<file path="src/rtl/sat_pkg.sv">
package sat_pkg;

  typedef enum logic [1:0] {
    SAT_IDLE    = 2'd0,
    SAT_SEND_LO = 2'd1,
    SAT_SEND_HI = 2'd2,
    SAT_WAIT    = 2'd3
  } satState_t;

  // strobes from control to datapath
  typedef struct packed {
    logic loadDesc;   // capture descriptor, load count, clear buffer
    logic selHigh;    // request mux points at the high part
    logic respTake;   // a response is absorbed this cycle
    logic refuseDec;  // high part refused: write off one response
  } satStrobe_t;

endpackage

</file>
<file path="src/rtl/sat_datapath.sv">
module sat_datapath
  import sat_pkg::*;
#(
  parameter int ADDR_W     = 32,
  parameter int DATA_BYTES = 8,
  parameter int SEQ_W      = 16,
  localparam int SIZE_W    = $clog2(DATA_BYTES + 1),
  localparam int DATA_W    = 8 * DATA_BYTES
) (
  input  logic              clk,
  input  logic              rstN,
  input  satStrobe_t        strobe,
  input  logic [ADDR_W-1:0] inAddrLow,
  input  logic [ADDR_W-1:0] inAddrHigh,
  input  logic              inSplit,
  input  logic [SIZE_W-1:0] inLowSize,
  input  logic [SIZE_W-1:0] inHighSize,
  input  logic [SEQ_W-1:0]  inSeq,
  input  logic              respHigh,
  input  logic [DATA_W-1:0] respData,
  output logic [ADDR_W-1:0] reqAddr,
  output logic [SIZE_W-1:0] reqSize,
  output logic              descSplit,
  output logic [SEQ_W-1:0]  descSeq,
  output logic              countNextZero,
  output logic [DATA_W-1:0] bufData
);

  localparam int SUM_W = SIZE_W + 1;

  logic [ADDR_W-1:0] addrLow, addrHigh;
  logic [SIZE_W-1:0] lowSize, highSize;
  logic [1:0]        count, countNext;
  logic [SIZE_W-1:0] placeOff, placeSize;
  logic [DATA_W-1:0] placeData, placeMask;

  assign reqAddr = strobe.selHigh ? addrHigh : addrLow;
  assign reqSize = strobe.selHigh ? highSize : lowSize;

  assign countNext     = count - 2'(strobe.respTake) - 2'(strobe.refuseDec);
  assign countNextZero = (countNext == 2'd0);

  // the high part sits right after the low part's bytes
  assign placeOff  = respHigh ? lowSize : '0;
  assign placeSize = respHigh ? highSize : lowSize;
  assign placeData = respData << {placeOff, 3'b000};

  for (genvar b = 0; b < DATA_BYTES; b++) begin : g_mask
    assign placeMask[8*b +: 8] =
      ((SUM_W'(b) >= SUM_W'(placeOff)) &&
       (SUM_W'(b) <  SUM_W'(placeOff) + SUM_W'(placeSize))) ? 8'hFF : 8'h00;
  end

  always_ff @(posedge clk or negedge rstN) begin
    if (!rstN) begin
      addrLow   <= '0;
      addrHigh  <= '0;
      lowSize   <= '0;
      highSize  <= '0;
      descSplit <= 1'b0;
      descSeq   <= '0;
      count     <= 2'd0;
      bufData   <= '0;
    end else if (strobe.loadDesc) begin
      addrLow   <= inAddrLow;
      addrHigh  <= inAddrHigh;
      lowSize   <= inLowSize;
      highSize  <= inHighSize;
      descSplit <= inSplit;
      descSeq   <= inSeq;
      count     <= inSplit ? 2'd2 : 2'd1;
      bufData   <= '0;
    end else begin
      count <= countNext;
      if (strobe.respTake) begin
        bufData <= (bufData & ~placeMask) | (placeData & placeMask);
      end
    end
  end

  a_r1_count_start: assert property (@(posedge clk) disable iff (!rstN)
    strobe.loadDesc |=> (count == ($past(inSplit) ? 2'd2 : 2'd1)));

  a_r1_no_underflow: assert property (@(posedge clk) disable iff (!rstN)
    (count == 2'd0) |-> !(strobe.respTake || strobe.refuseDec));

  a_r3_buffer_cleared: assert property (@(posedge clk) disable iff (!rstN)
    strobe.loadDesc |=> (bufData == '0));

endmodule

</file>
<file path="src/rtl/sat_ctrl.sv">
module sat_ctrl
  import sat_pkg::*;
#(
  parameter int SEQ_W     = 16,
  parameter int NUM_PORTS = 2,
  localparam int PORT_W   = $clog2(NUM_PORTS + 1)
) (
  input  logic              clk,
  input  logic              rstN,
  input  logic              reqValid,
  input  logic              cacheBlocked,
  input  logic              cacheReqReady,
  input  logic              cacheRespValid,
  input  logic [PORT_W-1:0] extPortUse,
  input  logic              descSplit,
  input  logic [SEQ_W-1:0]  descSeq,
  input  logic              countNextZero,
  input  logic              blockedClear,
  input  logic              blockedHandledSet,
  output satStrobe_t        strobe,
  output logic              cacheReqValid,
  output logic [PORT_W-1:0] portsUsed,
  output logic              busy,
  output logic              doneOut,
  output logic              retryOut,
  output logic              blockedValid,
  output logic [SEQ_W-1:0]  blockedSeq,
  output logic              blockedHandled
);

  satState_t state, stateNext;
  logic portsFree, reqOut, refused;
  logic blockEvt, retryNext, doneNext, dropSet, dropped;

  assign portsFree = (extPortUse < PORT_W'(NUM_PORTS));
  assign refused   = reqOut && !cacheReqReady;

  // strobes: no dependence on the datapath's count feedback
  always_comb begin
    strobe = '0;
    reqOut = 1'b0;
    unique case (state)
      SAT_IDLE:    strobe.loadDesc = reqValid;
      SAT_SEND_LO: reqOut = portsFree && !cacheBlocked;
      SAT_SEND_HI: begin
        strobe.selHigh   = 1'b1;
        strobe.respTake  = cacheRespValid;
        reqOut           = portsFree;
        strobe.refuseDec = portsFree && !cacheReqReady;
      end
      SAT_WAIT:    strobe.respTake = cacheRespValid;
      default:     ;
    endcase
  end

  always_comb begin
    stateNext = state;
    blockEvt  = 1'b0;
    retryNext = 1'b0;
    doneNext  = 1'b0;
    dropSet   = 1'b0;
    unique case (state)
      SAT_IDLE: if (reqValid) stateNext = SAT_SEND_LO;
      SAT_SEND_LO: begin
        if (cacheBlocked) begin
          blockEvt  = 1'b1;
          stateNext = SAT_IDLE;
        end else if (reqOut) begin
          if (refused) begin
            blockEvt  = 1'b1;
            retryNext = 1'b1;
            stateNext = SAT_IDLE;
          end else begin
            stateNext = descSplit ? SAT_SEND_HI : SAT_WAIT;
          end
        end
      end
      SAT_SEND_HI: begin
        if (refused) begin
          blockEvt  = 1'b1;
          retryNext = 1'b1;
          dropSet   = 1'b1;
          stateNext = countNextZero ? SAT_IDLE : SAT_WAIT;
        end else if (reqOut) begin
          stateNext = SAT_WAIT;
        end
      end
      SAT_WAIT: begin
        if (countNextZero) begin
          stateNext = SAT_IDLE;
          doneNext  = !dropped;
        end
      end
      default: stateNext = SAT_IDLE;
    endcase
  end

  assign cacheReqValid = reqOut;
  assign portsUsed     = extPortUse + PORT_W'(reqOut);
  assign busy          = (state != SAT_IDLE);

  always_ff @(posedge clk or negedge rstN) begin
    if (!rstN) begin
      state    <= SAT_IDLE;
      doneOut  <= 1'b0;
      retryOut <= 1'b0;
      dropped  <= 1'b0;
    end else begin
      state    <= stateNext;
      doneOut  <= doneNext;
      retryOut <= retryNext;
      if (strobe.loadDesc)  dropped <= 1'b0;
      else if (dropSet)     dropped <= 1'b1;
    end
  end

  // oldest-blocked-load record
  always_ff @(posedge clk or negedge rstN) begin
    if (!rstN) begin
      blockedValid   <= 1'b0;
      blockedSeq     <= '0;
      blockedHandled <= 1'b0;
    end else begin
      if (blockedClear) blockedValid <= 1'b0;
      if (blockedHandledSet && blockedValid) blockedHandled <= 1'b1;
      if (blockEvt && (!blockedValid || blockedClear || (descSeq <= blockedSeq))) begin
        blockedValid   <= 1'b1;
        blockedSeq     <= descSeq;
        blockedHandled <= 1'b0;
      end
    end
  end

  a_r7_port_budget: assert property (@(posedge clk) disable iff (!rstN)
    cacheReqValid |-> (extPortUse < PORT_W'(NUM_PORTS)));

  a_r2_single_pulse: assert property (@(posedge clk) disable iff (!rstN)
    doneOut |=> !doneOut);

  a_r5_drop_on_first: assert property (@(posedge clk) disable iff (!rstN)
    (cacheReqValid && !cacheReqReady && !strobe.selHigh) |=> (!busy && retryOut));

  a_r5_retry_no_done: assert property (@(posedge clk) disable iff (!rstN)
    retryOut |-> !doneOut);

  a_r9_keep_oldest: assert property (@(posedge clk) disable iff (!rstN)
    (blockedValid && $past(blockedValid) && !$past(blockedClear))
      |-> (blockedSeq <= $past(blockedSeq)));

endmodule

</file>
<file path="src/rtl/split_access_tracker.sv">
module split_access_tracker
  import sat_pkg::*;
#(
  parameter int ADDR_W     = 32,
  parameter int DATA_BYTES = 8,
  parameter int SEQ_W      = 16,
  parameter int NUM_PORTS  = 2,
  localparam int SIZE_W    = $clog2(DATA_BYTES + 1),
  localparam int DATA_W    = 8 * DATA_BYTES,
  localparam int PORT_W    = $clog2(NUM_PORTS + 1)
) (
  input  logic              clk,
  input  logic              rstN,
  input  logic              reqValid,
  input  logic              reqSplit,
  input  logic [ADDR_W-1:0] reqAddrLow,
  input  logic [ADDR_W-1:0] reqAddrHigh,
  input  logic [SIZE_W-1:0] reqLowSize,
  input  logic [SIZE_W-1:0] reqHighSize,
  input  logic [SEQ_W-1:0]  reqSeq,
  input  logic              cacheBlocked,
  input  logic [PORT_W-1:0] extPortUse,
  output logic              cacheReqValid,
  input  logic              cacheReqReady,
  output logic [ADDR_W-1:0] cacheReqAddr,
  output logic [SIZE_W-1:0] cacheReqSize,
  output logic              cacheReqHigh,
  input  logic              cacheRespValid,
  input  logic              cacheRespHigh,
  input  logic [DATA_W-1:0] cacheRespData,
  output logic [PORT_W-1:0] portsUsed,
  output logic              busy,
  output logic              doneOut,
  output logic [DATA_W-1:0] doneData,
  output logic              retryOut,
  output logic              blockedValid,
  output logic [SEQ_W-1:0]  blockedSeq,
  output logic              blockedHandled,
  input  logic              blockedClear,
  input  logic              blockedHandledSet
);

  satStrobe_t       strobe;
  logic             descSplit;
  logic [SEQ_W-1:0] descSeq;
  logic             countNextZero;

  assign cacheReqHigh = strobe.selHigh;

  sat_ctrl #(.SEQ_W(SEQ_W), .NUM_PORTS(NUM_PORTS)) u_ctrl (
    .clk(clk), .rstN(rstN), .reqValid(reqValid), .cacheBlocked(cacheBlocked),
    .cacheReqReady(cacheReqReady), .cacheRespValid(cacheRespValid),
    .extPortUse(extPortUse), .descSplit(descSplit), .descSeq(descSeq),
    .countNextZero(countNextZero), .blockedClear(blockedClear),
    .blockedHandledSet(blockedHandledSet), .strobe(strobe),
    .cacheReqValid(cacheReqValid), .portsUsed(portsUsed), .busy(busy),
    .doneOut(doneOut), .retryOut(retryOut), .blockedValid(blockedValid),
    .blockedSeq(blockedSeq), .blockedHandled(blockedHandled)
  );

  sat_datapath #(.ADDR_W(ADDR_W), .DATA_BYTES(DATA_BYTES), .SEQ_W(SEQ_W)) u_dp (
    .clk(clk), .rstN(rstN), .strobe(strobe), .inAddrLow(reqAddrLow),
    .inAddrHigh(reqAddrHigh), .inSplit(reqSplit), .inLowSize(reqLowSize),
    .inHighSize(reqHighSize), .inSeq(reqSeq), .respHigh(cacheRespHigh),
    .respData(cacheRespData), .reqAddr(cacheReqAddr), .reqSize(cacheReqSize),
    .descSplit(descSplit), .descSeq(descSeq), .countNextZero(countNextZero),
    .bufData(doneData)
  );

endmodule

</file>
<file path="config.mk">
export PLATFORM = sky130hd
export DESIGN_NAME = split_access_tracker
export DESIGN_NICKNAME = d
export VERILOG_FILES = /design/src/rtl/sat_pkg.sv /design/src/rtl/sat_datapath.sv /design/src/rtl/sat_ctrl.sv /design/src/rtl/split_access_tracker.sv
export SDC_FILE = /design/constraint.sdc
export NUM_CORES = 1
export LEC_CHECK = 0
export ABC_AREA = 1
export CORE_AREA = 4 4 168 170
export DETAILED_ROUTE_END_ITERATION = 7
export DIE_AREA = 0 0 172 174
export DONT_BUFFER_PORTS = 1
export GPL_TIMING_DRIVEN = 0
export HOLD_SLACK_MARGIN = 0.12
export PLACE_DENSITY_LB_ADDON = 0.25
export SLEW_MARGIN = 20
export SYNTH_ARGS = -nofsm -noshare
export SYNTH_HDL_FRONTEND = slang
export SYNTH_SLANG_ARGS = --single-unit
</file>
<file path="constraint.sdc">
create_clock -name clk -period 3.85 [get_ports clk]
set_input_delay 0.5775 -clock clk [delete_from_list [all_inputs] [get_ports clk]]
set_output_delay 0.5775 -clock clk [all_outputs]
set_load 0.005 [all_outputs]
</file>
**Word level (Yosys, flattened, before mapping)**

Cells that the tools add are included.

- Flip-flop bits (word level): 178
- Bits in latches: 0
- Bits in writable memories: 0
- Bits in read-only memories: 0
- Bits of input ports: 164
- Output and inout bits: 125
- Logic and storage cells: 123
- Memories kept: 0

- Add/sub/neg operators: 4
- Multipliers: 0
- Divide/modulo/power cells: 0
- Magnitude comparators: 18
- Equality and inequality tests: 7
- Shift-type cells: 1
- Multiplexer cells: 46
- Bitwise gates (word level): 4
- Reductions and logical operators: 28

Operator list:

| kind | number |
|---|---|
| 64-bit AND | 2 |
| 64-bit 2-to-1 mux | 2 |
| 8-bit 2-to-1 mux | 8 |
| 64-bit NOT | 1 |
| 64-bit OR | 1 |
| 64-bit by 7-bit << shifter with 64-bit output | 1 |
| 32-bit 2-to-1 mux | 1 |
| 3-bit by 5-bit less-than comparator with 1-bit output (first input constant) | 4 |
| 2-bit 2-to-1 mux | 10 |
| 1-bit 2-to-1 mux | 18 |
| 3-bit by 4-bit >= comparator with 1-bit output (first input constant) | 4 |
| 16-bit <= comparator | 1 |
| 1-bit logical AND | 13 |
| 4-bit 2-to-1 mux | 3 |
| 1-bit by 5-bit less-than comparator with 1-bit output (first input constant) | 2 |
| 2-bit by 5-bit less-than comparator with 1-bit output (first input constant) | 2 |
| 2-bit nonzero test | 5 |
| 1-bit by 4-bit >= comparator with 1-bit output (first input constant) | 2 |
| 2-bit by 4-bit >= comparator with 1-bit output (first input constant) | 2 |
| 2-bit case mux with 4 select lines | 1 |
| 1-bit case mux with 2 select lines | 3 |
| 4-bit by 4-bit adder with 5-bit output | 1 |
| 2-bit equality test (second input constant) | 2 |
| 1-bit zero test | 4 |
| 12 further kinds | 15 |

**Logic depth before layout (Yosys ltp)**

- Depth after elaboration: 10
- Depth in mapped cells: 18
- Mapped depth without buffers: 17

**By module**

A second synthesis with hierarchy kept.

- Cells, all modules: 1,479
- Area, all modules: 10,513.8 um^2

By module, submodules not included:

| module | instances | cells each | area each (um^2) | seq. area each (um^2) |
|---|---|---|---|---|
| sat_datapath | 1 | 1,278 | 8,911.0 | 3,878.7 |
| sat_ctrl | 1 | 201 | 1,602.8 | 575.6 |

**Least setup slack after synthesis**

Ideal clock, no wire load.

- Kind: reg2reg
- Start point: reg u_ctrl.state[0]
- End point: reg u_ctrl.state[1]
- Library setup time: 0.121 ns
- Data arrival time: 2.849 ns
- Required time: 3.729 ns
- Path slack: 0.880 ns
- Cell stages (with the launch flop): 15
- Buffers on the path: 2
- Period minus slack after synthesis: 2.970 ns
- Cell sequence: dfrtp_1 -> inv_1 -> ha_1 -> clkbuf_1 -> clkbuf_1 -> nand2_1 -> fa_1 -> inv_1 -> ha_1 -> nor2_1 -> xnor2_1 -> nand2_1 -> o21ai_0 -> o21ai_0 -> a22o_1

- Cells in the longest elaborated chain, start to end: 9
- Elaborated cells on any way between the ends: 23
- Classes of those cells: 2 x add/sub; 7 x eq/ne; 9 x mux; 5 x reduce/logical

RTL lines:

| item | RTL line | RTL |
|---|---|---|
| start: declaration | sat_ctrl.sv:31 | `satState_t state, stateNext;` |
| start signal: assignment | sat_ctrl.sv:109 | `state <= stateNext;` |
| 2-bit equality test | sat_ctrl.sv:42, sat_ctrl.sv:62 |  |
| 2-bit OR reduction (no line) | -- |  |
| 1-bit 2-to-1 mux | sat_ctrl.sv:42 | `unique case (state)` |
| 2-bit by 1-bit subtractor with 2-bit output (2 in series) | sat_datapath.sv:40 | `assign countNext = count - 2'(strobe.respTake) - 2'(strobe.refuseDec);` |
| 2-bit zero test | sat_datapath.sv:41 | `assign countNextZero = (countNext == 2'd0);` |
| 2-bit 2-to-1 mux | sat_ctrl.sv:83 | `stateNext = countNextZero ? SAT_IDLE : SAT_WAIT;` |
| 2-bit 2-to-1 mux | sat_ctrl.sv:79 | `if (refused) begin` |
| 2-bit case mux with 4 select lines | sat_ctrl.sv:62 | `unique case (state)` |

Parallel ways exist; a longest one is shown, timed or not. The select of a mux whose other input is x is not followed.
A chain may end at the register's enable or synchronous reset.

**Worst setup path after layout**

Ends and elaborated chain as after synthesis.

==> results.cfg <==
[status]
status = complete, but fails checks
violations = hold timing

[routing]
antenna_left = 0
viasPerCell = 5.26
firstDrtPassIters = 5
wire_per_inst_um = 19.4
drc = 0
drt_iter0_markers = 802
wirelength_um = 36600
vias = 9908

[finish]
fillerInstances = 2821
utilization_pct = 43.1
multiInputGateArea_um2 = 5210
nNetsFinal = 1722
seq_area_um2 = 4450
syn_to_final_growth_pct = 9.76
fin_area_um2 = 11500
drive_above_1_share_pct = 6.16

[die]
boundaryPins = 289
core_um2 = 26700
rows = 60
start_util_pct = 39.3
fp.dieW_um = 172
die_h_um = 174
die_area_um2 = 29900

[global_route]
grt_pass1_vias = 9808
gr-total-overflow = 0
antenna_found_initial = 2
grt_pass1_wl_um = 56400
grt_max_degree = 179
grt_usage_pct = 24.1

[yosys]
synth_edf_count = 0
netlist_area_um2 = 10500
synthTopCellsByArea = dfrtp_1, nand2_1, inv_1
syn_inst = 1509
yosysWarnings = 0
yosysTopAreaCellShare_pct = 42.4
synth-main-ff-cell = dfrtp_1
synth_nets = 1703
ys_seq_area_share_pct = 42.4
synthArstFlopShare_pct = 100
avgSynthCellArea_um2 = 6.96
synth.ff_latch_count = 178
synth.distinct_cells = 47
synth_top_cell_by_area = dfrtp_1

[clock_tree]
post_cts_buffers = 0
ctsRootBufferMaster = clkbuf_16
clk_pin_slew_ns = 0.08
cts.sinks = 178
cts_tree = yes
cts-buffers-inserted = 17
htree_num_levels = 4
clock_path_buffers = 2
clk_latency_ns = 0.44

[timing]
period_share_pct = 91.2
finClkSkew_ns = 0.0208
tightest_slew_ns = 0.959
maxSlewHeadroom_pct = 35.8
final_max_slew_viol_count = 0
min_period_ns = 3.51
fin_setup_tns_ns = 0
rsz0062_at_grt = false
hold_viol_final = 178
clock.fmax_ghz = 0.285
hold-worst-slack_ns = -0.156
setup_viol = 0

[setup_path]
reg2reg_to = u_ctrl.state[1]
crit_path_end_kind = flip-flop
reg2reg_slack_ns = 0.34
worstPathArrival_ns = 3.83
crit_fanout = 10
cp.required_ns = 4.17
reg2reg_from = u_ctrl.state[0]
critical_path_class = flip-flop to flip-flop
worstSetupStartpoint = u_ctrl.state[0]
reg2regPathDepth = 14
crit_end = u_ctrl.state[1]
cp-start-kind = flip-flop

[flow_run]
maxCapViolations = 0

[placed_design]
dpl-instance-area_um2 = 10900
io_buffers = 0
post-dp-hpwl_um = 28100
gp_congestion = 1.00

[hold_path]
hp-class = input pin to async pin

[power]
finalPower_mw = 10.1
max-vdd-ir-drop_v = 0.000328
leakagePower_nw = 6.11
powerDensity_nw_per_um2 = 872
-- cell usage after synthesis (all sizes together) (2+ instances only) --
| cell type | count |
|---|---|
| a21oi | 26 |
| nand3 | 104 |
| nand2 | 689 |
| xnor2 | 2 |
| clkbuf | 47 |
| nand3b | 3 |
| nor4 | 2 |
| nand4 | 14 |
| buf | 18 |
| dfrtp | 178 |
| a22oi | 4 |
| a221oi | 15 |
| nor2 | 82 |
| ha | 29 |
| inv | 148 |
| o21ai | 116 |
| nor3 | 12 |
| o211ai | 10 |
-- layout by cell type, fill, tap and decap left out, types with 12 or more instances in the layout --
cell	n
ha_1	29
dfrtp_1	178
o21ai_0	94
buf_2	14
o21ai_1	20
inv_1	141
clkbuf_1	46
a21oi_1	23
nand2_1	672
nand2_2	12
nand3_1	101
a221oi_1	15
clkbuf_16	17
nor2_1	76
-- registers in the layout (all words and copies together) (netlist names) --
register / cells
u_ctrl.doneOut: 1
u_dp.bufData: 64
u_ctrl.dropped: 1
u_dp.highSize: 4
u_dp.count: 2
u_ctrl.blockedSeq: 16
u_dp.addrLow: 32
u_ctrl.blockedHandled: 1
u_dp.addrHigh: 32
u_dp.descSeq: 16
u_dp.descSplit: 1
u_ctrl.blockedValid: 1
u_ctrl.state: 2
u_dp.lowSize: 4
u_ctrl.retryOut: 1
-- metal layers --
layer	GRT usage, %	wire length, um
met2	38.4	16900
met1	30.6	15000
met3	9.28	3760
met4	6.65	897
met5	0	13
-- timing repair --
action / in CTS / in global routing
resized for setup: 0 / 2
hold endpoints to repair: 178 / 178
setup endpoints to repair: 0 / 2
-- layout make-up --
type	instances	share of cell area [%]
multi-input cells	1118	45.2
flip-flops and latches	178	38.7
diodes	1	0.0217
clock inverters	13	1.23
plain buffers	65	2.44
clock buffers	19	3.93
inverters	148	4.82
well taps	341	3.70
-- metrics by stage --
step / hold slack [ns] / instances / worst slack [ns]
after CTS: -0.181 / 1882 / 0.133
after floorplan: 0.282 / 1509 / 0.880
final: -0.156 / 1883 / 0.341
after global placement: 0.295 / 1850 / 0.210
after global routing: -0.190 / 1883 / 0.0123
after detailed placement: 0.293 / 1850 / 0.155
-- power breakdown --
part | total (mW) | internal, mW | switching (mW)
clock network | 1.80 | 0.902 | 0.896
registers | 3.37 | 2.67 | 0.700
logic | 4.88 | 1.54 | 3.35
total | 10.1 | 5.11 | 4.94
-- worst min-delay path by stage --
| stage | depth (start not counted) | start | to | slack [ns] |
|---|---|---|---|---|
| after floorplan | 0 | rstN | u_ctrl.blockedHandled | 0.28 |
| after global placement | 0 | rstN | u_dp.bufData[26] | 0.29 |
| after detailed placement | 0 | rstN | u_dp.bufData[28] | 0.29 |
| after CTS | 0 | rstN | u_dp.bufData[25] | -0.18 |
| after global routing | 0 | rstN | u_dp.bufData[24] | -0.19 |
| final | 0 | rstN | u_dp.bufData[24] | -0.16 |
-- kinds of logic (layout without fill, tap and decap cells) --
kind of cell,Yosys count,count (layout),share of synthesized area (%)
simple gates,907,907,35.8
buf+inv,213,245,7.96
compound gates,178,178,9.88
flops,178,178,42.4
fa+ha+maj,30,30,3.65
xor+xnor,3,3,0.250
other cells,0,1,0
-- worst max-delay path, stage by stage (launching register included) --
cell and delay (ns):
dfrtp_1 0.41, inv_1 0.16, ha_1 0.26, clkbuf_1 0.40, clkbuf_2 0.32, nand2_1 0.15
fa_1 0.53, inv_1 0.05, ha_1 0.17, nor2_1 0.11, xnor2_1 0.15, nand2_1 0.13
o21ai_0 0.24, o21ai_0 0.12, a22o_1 0.21
Power figures use the tool's default switching activity.
